File: config.mk
export PLATFORM = sky130hd
export DESIGN_NAME = pair_prio
export DESIGN_NICKNAME = d
export VERILOG_FILES = /design/src/rtl/pair_pkg.sv /design/src/rtl/pair_prio.sv
export SDC_FILE = /design/constraint.sdc
export NUM_CORES = 1
export LEC_CHECK = 0
export BUFFER_PORTS_ARGS = -buffer_cell sky130_fd_sc_hd__buf_2
export CAP_MARGIN = 20
export CORE_AREA = 2 2 39 41
export DETAILED_ROUTE_END_ITERATION = 16
export DIE_AREA = 0 0 41 43
export MAX_ROUTING_LAYER = met4
export PLACE_DENSITY_LB_ADDON = 0.2
export SETUP_SLACK_MARGIN = 0.4
export SLEW_MARGIN = 10
export SYNTH_ARGS = -nofsm -noshare
export SYNTH_HDL_FRONTEND = slang
export SYNTH_SLANG_ARGS = --single-unit
File: constraint.sdc
create_clock -name vclk -period 1.1
set_clock_uncertainty 0.2 [all_clocks]
set_input_delay 0.22 -clock vclk [all_inputs]
set_output_delay 0.22 -clock vclk [all_outputs]
set_load 0.02 [all_outputs]
File: src/rtl/pair_pkg.sv
package pair_pkg;

  localparam int CLS_W     = 3;
  localparam int ATTR_W    = 8;
  localparam int REASON_W  = 4;
  localparam int NUM_RULES = 8;

  // class codes
  typedef enum logic [CLS_W-1:0] {
    CLS_ALU     = 3'd0,
    CLS_CMP     = 3'd1,
    CLS_STACK   = 3'd2,
    CLS_FP      = 3'd3,
    CLS_COMPLEX = 3'd4
  } cls_e;

  // attribute bit positions
  localparam int A_PFX    = 0;
  localparam int A_DISP   = 1;
  localparam int A_IMM    = 2;
  localparam int A_SHIFT  = 3;
  localparam int A_BRANCH = 4;
  localparam int A_COND   = 5;
  localparam int A_FPS    = 6;
  localparam int A_FXCH   = 7;

  // reason codes, in priority order (lowest wins)
  localparam logic [REASON_W-1:0] RSN_NONE    = 4'd0;
  localparam logic [REASON_W-1:0] RSN_FPMIX   = 4'd1;
  localparam logic [REASON_W-1:0] RSN_COMPLEX = 4'd2;
  localparam logic [REASON_W-1:0] RSN_UBR     = 4'd3;
  localparam logic [REASON_W-1:0] RSN_DISPIMM = 4'd4;
  localparam logic [REASON_W-1:0] RSN_VPFX    = 4'd5;
  localparam logic [REASON_W-1:0] RSN_VSHIFT  = 4'd6;
  localparam logic [REASON_W-1:0] RSN_REG     = 4'd7;
  localparam logic [REASON_W-1:0] RSN_FLAG    = 4'd8;

  // lowest-numbered set bit of the failure vector, 0 if none
  function automatic logic [REASON_W-1:0] first_fail(input logic [NUM_RULES:1] f);
    logic [REASON_W-1:0] r;
    r = RSN_NONE;
    for (int i = NUM_RULES; i >= 1; i--) begin
      if (f[i]) r = REASON_W'(i);
    end
    return r;
  endfunction

  // true when any bit is common to the two masks
  function automatic logic overlap(input logic [63:0] a, input logic [63:0] b);
    return |(a & b);
  endfunction

endpackage

File: src/rtl/pair_prio.sv
module pair_prio
  import pair_pkg::*;
(
  input  logic [NUM_RULES:1]  fail_vec,
  output logic [REASON_W-1:0] rsn,
  output logic                any_fail
);

  assign rsn      = first_fail(fail_vec);
  assign any_fail = |fail_vec;

endmodule

==> results.cfg, run 1 <==
[pwr]
comb_power_share = 1.000
p_int_mw = 0.0674
seqPwrFrac = 0
sw_frac_of_total = 0.429
power_mw = 0.118
clkPwrFrac = 0
powerDensity_mw_per_mm2 = 335
peakVddDrop_mv = 0.0937
switching_power_mw = 0.0506
leakage_nw = 0.151

[final_layout]
fillers = 149
layout_commonest_cell = buf_6
area_growth_pct = 297
drive_above_1_share = 0.914
multi_input_area_sq_um = 129
instances_no_fill = 51
num-nets-final = 45
nClkBuffers = 0
design.seq.count = 0
fin_util = 0.255
final_area_sq_um = 353
antennaDiodeCount = 0
regArea_sq_um = 0
final_cell_mix = buf_6, buf_2, buf_4

[floorplan]
start_util = 0.0642
die_w_um = 41
die_h_um = 43
die_area_sq_mm = 0.00176
core_sq_mm = 0.00138
ios = 13
rows = 14

[grt]
grt_max_degree = 4
antenna_found_initial = 0
grt_overflow = 0
grt_pass1_wl_um = 510
grt_util_all_layers = 0.0389
grt_pass1_vias = 139

[timing]
min_period_over_period = 1.26
hold_viol_final = 0
timing.slew.headroom = 0.827
fmax_mhz = 722
final.setup.worst_slack_ps = -285
timing_max_transition_violations_final = 0
setup_violations = 5
rsz0062_at_grt = yes
finalCriticalPeriod_ps = 1390
tightest_slew_ps = 258

[placed_design]
gp_routability_congestion = 0.605
dp_cells = 49
preCtsSetupSlack_ps = -385
port-buffer-count = 13
dpl-instance-area_sq_um = 243

[setup_path]
cp_common_cell = buf_6
critical_path_class = input pin to output pin
critPathTopFamily = simple AND/OR/NAND/NOR gates
start_kind = input pin
crit_chain = buf_6 > nor4_4 > and3_4 > buf_6
required_ps = 680
cp_slowest_cell = nor4_4
crit_path_max_fanout = 3
max_stage_delay_ps = 310
worst_ep_arrival_time_ps = 970
cp-end-kind = output pin
critPathBufInv = 2

[cts]
hold_buffers = 0

[synthesis]
synth_area_leaders = nor4_4, a21oi_1, inv_1, nand3b_1, nor2_1
yosysSeqAreaShare = 0
yosys.area.top_type = nor4_4
synth_cell_types = 10
syn_nets = 22
yosysWarnings = 0
netlist_area_sq_um = 88.8
netlist.area_leader.share = 0.239
netlist_instances = 14
avgSynthCellArea_sq_um = 6.35

[detailed_routing]
drc = 0
wl_per_cell_um = 7.39
ant_nets = 0
vias = 184
drt_wl_total_um = 377
drt_iter0_drc = 0
dr.pass1.iters = 1
vias_per_cell = 3.61

[run_status]
violations = negative setup slack
status = finished, violations left

[run]
cap_violations = 0

[min_path]
hp-class = input pin to output pin
==> path summary, 6_finish.rpt <==
| kind | endpoint | slack (ps) | from | cells past startpoint |
|---|---|---|---|---|
| min | any_fail | 560 | fail_vec[8] | 3 |
| max | rsn[3] | -290 | fail_vec[7] | 4 |
==> layer usage <==
layer,vias up,routed length [um],share of wire,global-route usage
li1,95,-,-,-
met1,78,151,0.40,0.0506
met2,11,175,0.46,0.0688
met3,0,50,0.13,0
met4,0,0,0,0
met5,-,0,0,-
==> cell type report <==
cell class	count	share of cell area
repair buffers	21	0.550
multi-input cells	12	0.365
well taps	16	0.0567
inverters	2	0.0284
==> logic make-up after synthesis <==
group	count (synthesis)	synth area share
simple gates	7	0.606
compound gates	5	0.310
buf+inv	2	0.0845
==> power by group through the flow <==
| stage | logic (mW) | clock network [mW] | registers (mW) |
|---|---|---|---|
| floorplan | 0.0285 | 0 | 0 |
| global placement | 0.0809 | 0 | 0 |
| detailed placement | 0.0807 | 0 | 0 |
| CTS | 0.107 | 0 | 0 |
| global route | 0.126 | 0 | 0 |
| finish | 0.118 | 0 | 0 |
==> Yosys cell counts (all sizes together) <==
master / count
nor2b: 1
nor2: 2
inv: 2
nor3: 1
o21ai: 1
nor4: 1
nand3b: 1
and3: 1
o31ai: 1
a21oi: 3
==> repair_timing <==
item / in CTS / in global routing
resized for setup: 21 / 7
endpoints found under the hold margin: 0 / 0
pin swaps: 6 / 6
endpoints found under the setup margin: 5 / 5
cloned: 0 / 0
setup buffers: 2 / 0
==> stage by stage <==
step	TNS (ps)	hold slack [ps]
after floorplan	-271	282
after global placement	-1440	569
after detailed placement	-1430	571
after CTS	-1340	556
after global routing	-1400	574
final	-1220	560
Power figures use the tool's default switching activity.
==> inputs of run 2 (changes only) <==
- RECOVER_POWER: not set -> 100
- clock period: 1.1 -> 1.8 ns (I/O delays scaled with it)
==> run 2 against run 1 <==
The run now ends clean. Sequential share of layout area unchanged. Count of clock-buffer cells in the layout unchanged. Die area unchanged. Critical path depth unchanged. Wire length up 16%. Total power down 52%. Flip-flop and latch count unchanged. Critical path type unchanged. Highest routed layer unchanged.
==> results.cfg, run 2 (same netlist as run 1, synthesis figures left out) <==
[run_status]
status = complete, no violations

[timing]
timing.slew.headroom = 0.822
hold_viol_final = 0
rsz0062_at_grt = yes
min_period_over_period = 0.922
tightest_slew_ps = 269
timing_max_transition_violations_final = 0
finalCriticalPeriod_ps = 1660
setup_violations = 0
fmax_mhz = 603
fin_setup_tns_ps = 0

[floorplan]
ios = 13
die_w_um = 41
start_util = 0.0642
core_sq_mm = 0.00138
die_area_sq_mm = 0.00176
die_h_um = 43
rows = 14

[detailed_routing]
drc = 0
vias = 164
vias_per_cell = 3.64
drt_iter0_drc = 0
dr.pass1.iters = 1
wl_per_cell_um = 9.76
drt_wl_total_um = 439
ant_nets = 0

[grt]
grt_pass1_wl_um = 696
grt_pass1_vias = 154
grt_util_all_layers = 0.0553
grt_max_degree = 5
grt_overflow = 0
antenna_found_initial = 0

[final_layout]
drive_above_1_share = 0.793
num-nets-final = 39
fin_util = 0.198
antennaDiodeCount = 0
fillers = 159
nClkBuffers = 0
design.seq.count = 0
layout_commonest_cell = buf_6
multi_input_area_sq_um = 118
area_growth_pct = 208
final_cell_mix = buf_6, a21oi_2, buf_2
regArea_sq_um = 0

[setup_path]
start_kind = input pin
critical_path_class = input pin to output pin
cp-end-kind = output pin
crit_path_max_fanout = 3
worst_ep_arrival_time_ps = 1100
required_ps = 1240

[pwr]
powerDensity_mw_per_mm2 = 205
leakage_nw = 0.110
sw_frac_of_total = 0.496
clkPwrFrac = 0
comb_power_share = 1.000
p_int_mw = 0.0284
switching_power_mw = 0.0279
peakVddDrop_mv = 0.0644
seqPwrFrac = 0
power_mw = 0.0563

[cts]
hold_buffers = 0

[placed_design]
port-buffer-count = 13
gp_routability_congestion = 0.580

[min_path]
hp-class = input pin to output pin
hp-start = fail_vec[1]
hold_end = rsn[1]
hold_path_depth = 3

[run]
cap_violations = 0
-- run 2: changes by cell type in the layout (fill, tap and decap cells not counted), moves of 2 or more --
cell / change
clkbuf_1: +2
buf_6: -4
buf_2: -2
buf_4: -4
-- run 2: worst max-delay path: stages --
cell and delay (ps):
buf_8 100, nor4_4 290, and3_2 230, buf_6 110
-- run 2: layer usage --
metal  global-route usage  routed length [um]  up-vias  part of all wire
met4                    0                   0        0                 0
met2               0.0625                 137       13              0.31
li1                     -                   -       81                 -
met5                    -                   0        -                 0
met1                0.104                 224       70              0.51
met3              0.00524                  78        0              0.18
-- run 2: area by class of cell --
cell class	instances	share of cell area
inverter	2	0.0274
tap	16	0.0731
multi-input combinational	12	0.429
timing repair buffer	15	0.470
-- run 2: worst max-delay path by stage --
stage / depth (start not counted) / slack (ps) / end / from
detailed placement: 4 / 40 / rsn[3] / fail_vec[6]
finish: 4 / 140 / rsn[3] / fail_vec[6]
global route: 5 / 60 / rsn[2] / fail_vec[6]
CTS: 4 / 130 / rsn[3] / fail_vec[4]
global placement: 4 / 40 / rsn[3] / fail_vec[6]
floorplan: 2 / 320 / rsn[3] / fail_vec[6]
-- run 2: stage by stage --
step	area (sq um)	hold slack [ps]	instances	setup WS [ps]
finish	274	842	45	140
global route	274	856	45	59.3
CTS	264	830	45	130
detailed placement	190	810	43	40.5
global placement	190	810	43	41.1
floorplan	105	562	14	317
-- run 2: timing repair --
action                                  CTS  global route
endpoints found under the setup margin    5             5
setup buffers                             2             0
gates resized for setup                  20             7
pin swaps                                 5             4
-- run 2: power groups by stage --
stage	logic (mW)	registers (mW)	clock network, mW
detailed placement	0.0377	0	0
CTS	0.0534	0	0
global placement	0.0379	0	0
global route	0.0607	0	0
finish	0.0563	0	0
floorplan	0.0165	0	0
==> inputs of run 3 (changes only) <==
- ABC_AREA: not set -> 1
==> run 3 against run 2 <==
Critical endpoint unchanged. Setup slack better by 38 ps. Wire length is 12% lower. Total power is 8.7% higher. Largest power group unchanged. Flip-flop and latch count stayed put. Fmax is 2.4% higher. Critical path depth is 1 higher.
==> results.cfg, run 3 <==
[run_status]
status = complete, no violations

[timing]
finalCriticalPeriod_ps = 1620
timing_max_transition_violations_final = 0
min_period_over_period = 0.901
tightest_slew_ps = 255
fin_setup_tns_ps = 0
rsz0062_at_grt = yes
hold_viol_final = 0
fmax_mhz = 617
timing.slew.headroom = 0.831
setup_violations = 0

[final_layout]
final_cell_mix = nand2_1, buf_6, inv_1
drive_above_1_share = 0.590
antennaDiodeCount = 0
regArea_sq_um = 0
num-nets-final = 49
fillers = 161
nClkBuffers = 0
layout_commonest_cell = nand2_1
area_growth_pct = 165
fin_util = 0.222
instances_no_fill = 55
design.seq.count = 0
final_area_sq_um = 308

[floorplan]
rows = 14
start_util = 0.0841
ios = 13
die_h_um = 43
die_area_sq_mm = 0.00176
core_sq_mm = 0.00138
die_w_um = 41

[synthesis]
netlist_instances = 24
netlist_area_sq_um = 116
netlist.area_leader.share = 0.258
synth_area_leaders = nand2_1, inv_1, nor2_2, nand3_2, nor3_2
synth_most_common_cell = nand2_1
synth_cell_types = 9
syn_nets = 32
yosys.area.top_type = nand2_1
avgSynthCellArea_sq_um = 4.85
yosysSeqAreaShare = 0
synthTopCellsByCount = nand2_1, inv_1, nor2_2
yosysWarnings = 0

[detailed_routing]
wl_per_cell_um = 7.05
drt_wl_total_um = 388
dr.pass1.iters = 2
vias_per_cell = 3.35
drc = 0
ant_nets = 0
vias = 184
drt_iter0_drc = 1

[grt]
grt_util_all_layers = 0.0451
grt_max_degree = 5
grt_overflow = 0
grt_pass1_vias = 158
grt_pass1_wl_um = 572
antenna_found_initial = 0

[pwr]
clkPwrFrac = 0
comb_power_share = 1.000
p_int_mw = 0.0291
seqPwrFrac = 0
leakage_nw = 0.150
powerDensity_mw_per_mm2 = 199
peakVddDrop_mv = 0.0571
switching_power_mw = 0.0320
sw_frac_of_total = 0.524

[run]
cap_violations = 0

[min_path]
hp-class = input pin to output pin

[setup_path]
start_kind = input pin
critical_path_class = input pin to output pin
max_stage_delay_ps = 240
crit_path_max_fanout = 3
crit_chain = buf_6 > nor2_4 > nand2_4 > nor3_4 > clkbuf_1
cp_slowest_cell = clkbuf_1
worst_ep_arrival_time_ps = 1060
required_ps = 1240
cp-end-kind = output pin

[placed_design]
dp_hpwl_um = 307
dp_cells = 53
port-buffer-count = 13
dpl-instance-area_sq_um = 214
gp_routability_congestion = 0.593
## run 3: changes by cell type in the layout (fill, tap and decap cells not counted), sizes merged, moves of 2 or more
cell,previous run,this run
a21oi,3,1
nor2,2,4
nand2,0,9
inv,2,7
## run 3: kinds of logic (layout without fill, tap and decap cells)
kind of cell,Yosys count,count (layout),synth area share
AO/OA/AOI/OAI,2,2,0.0968
buffers and inverters,7,22,0.226
AND/OR/NAND/NOR,15,15,0.677
## run 3: what timing repair did
action,CTS,global route
hold buffers,0,0
resized for setup,19,7
buffers inserted,2,0
pin swaps,7,10
endpoints found under the setup margin,5,5
gates cloned,0,0
## run 3: layout make-up
cell class,instances,area [sq um],area share
multi-input cells,17,136,0.443
repair buffers,15,120,0.390
inverters,7,31.3,0.102
well taps,16,20.0,0.0650
## run 3: per-stage QoR
step	power, mW	hold slack [ps]	setup WS, ps
floorplan	0.0231	597	366
global placement	0.0399	789	172
detailed placement	0.0398	784	165
CTS	0.0585	787	232
global route	0.0658	792	122
finish	0.0612	785	179
## run 3: critical path: cells and delay by family
family | cells | cell delay, ps
simple gates | 3 | 370
buf+inv | 2 | 340
## run 3: layer usage
layer | GRT usage | vias to the layer above | wire length, um
met5 | - | - | 0
met1 | 0.0701 | 74 | 162
met2 | 0.0688 | 9 | 175
li1 | - | 101 | -
met4 | 0 | 0 | 0
met3 | 0 | 0 | 50
## run 3: worst paths after layout
kind                  endpoint        start  slack [ps]  cells after the start
worst max-delay path    rsn[3]  fail_vec[2]         180                      5
worst min-delay path    rsn[1]  fail_vec[1]         790                      3
## run 3: power groups by stage
stage                     clock [mW]  sequential (mW)  combinational [mW]
after floorplan                    0                0              0.0231
after global placement             0                0              0.0399
after detailed placement           0                0              0.0398
after CTS                          0                0              0.0585
after global routing               0                0              0.0658
final                              0                0              0.0612
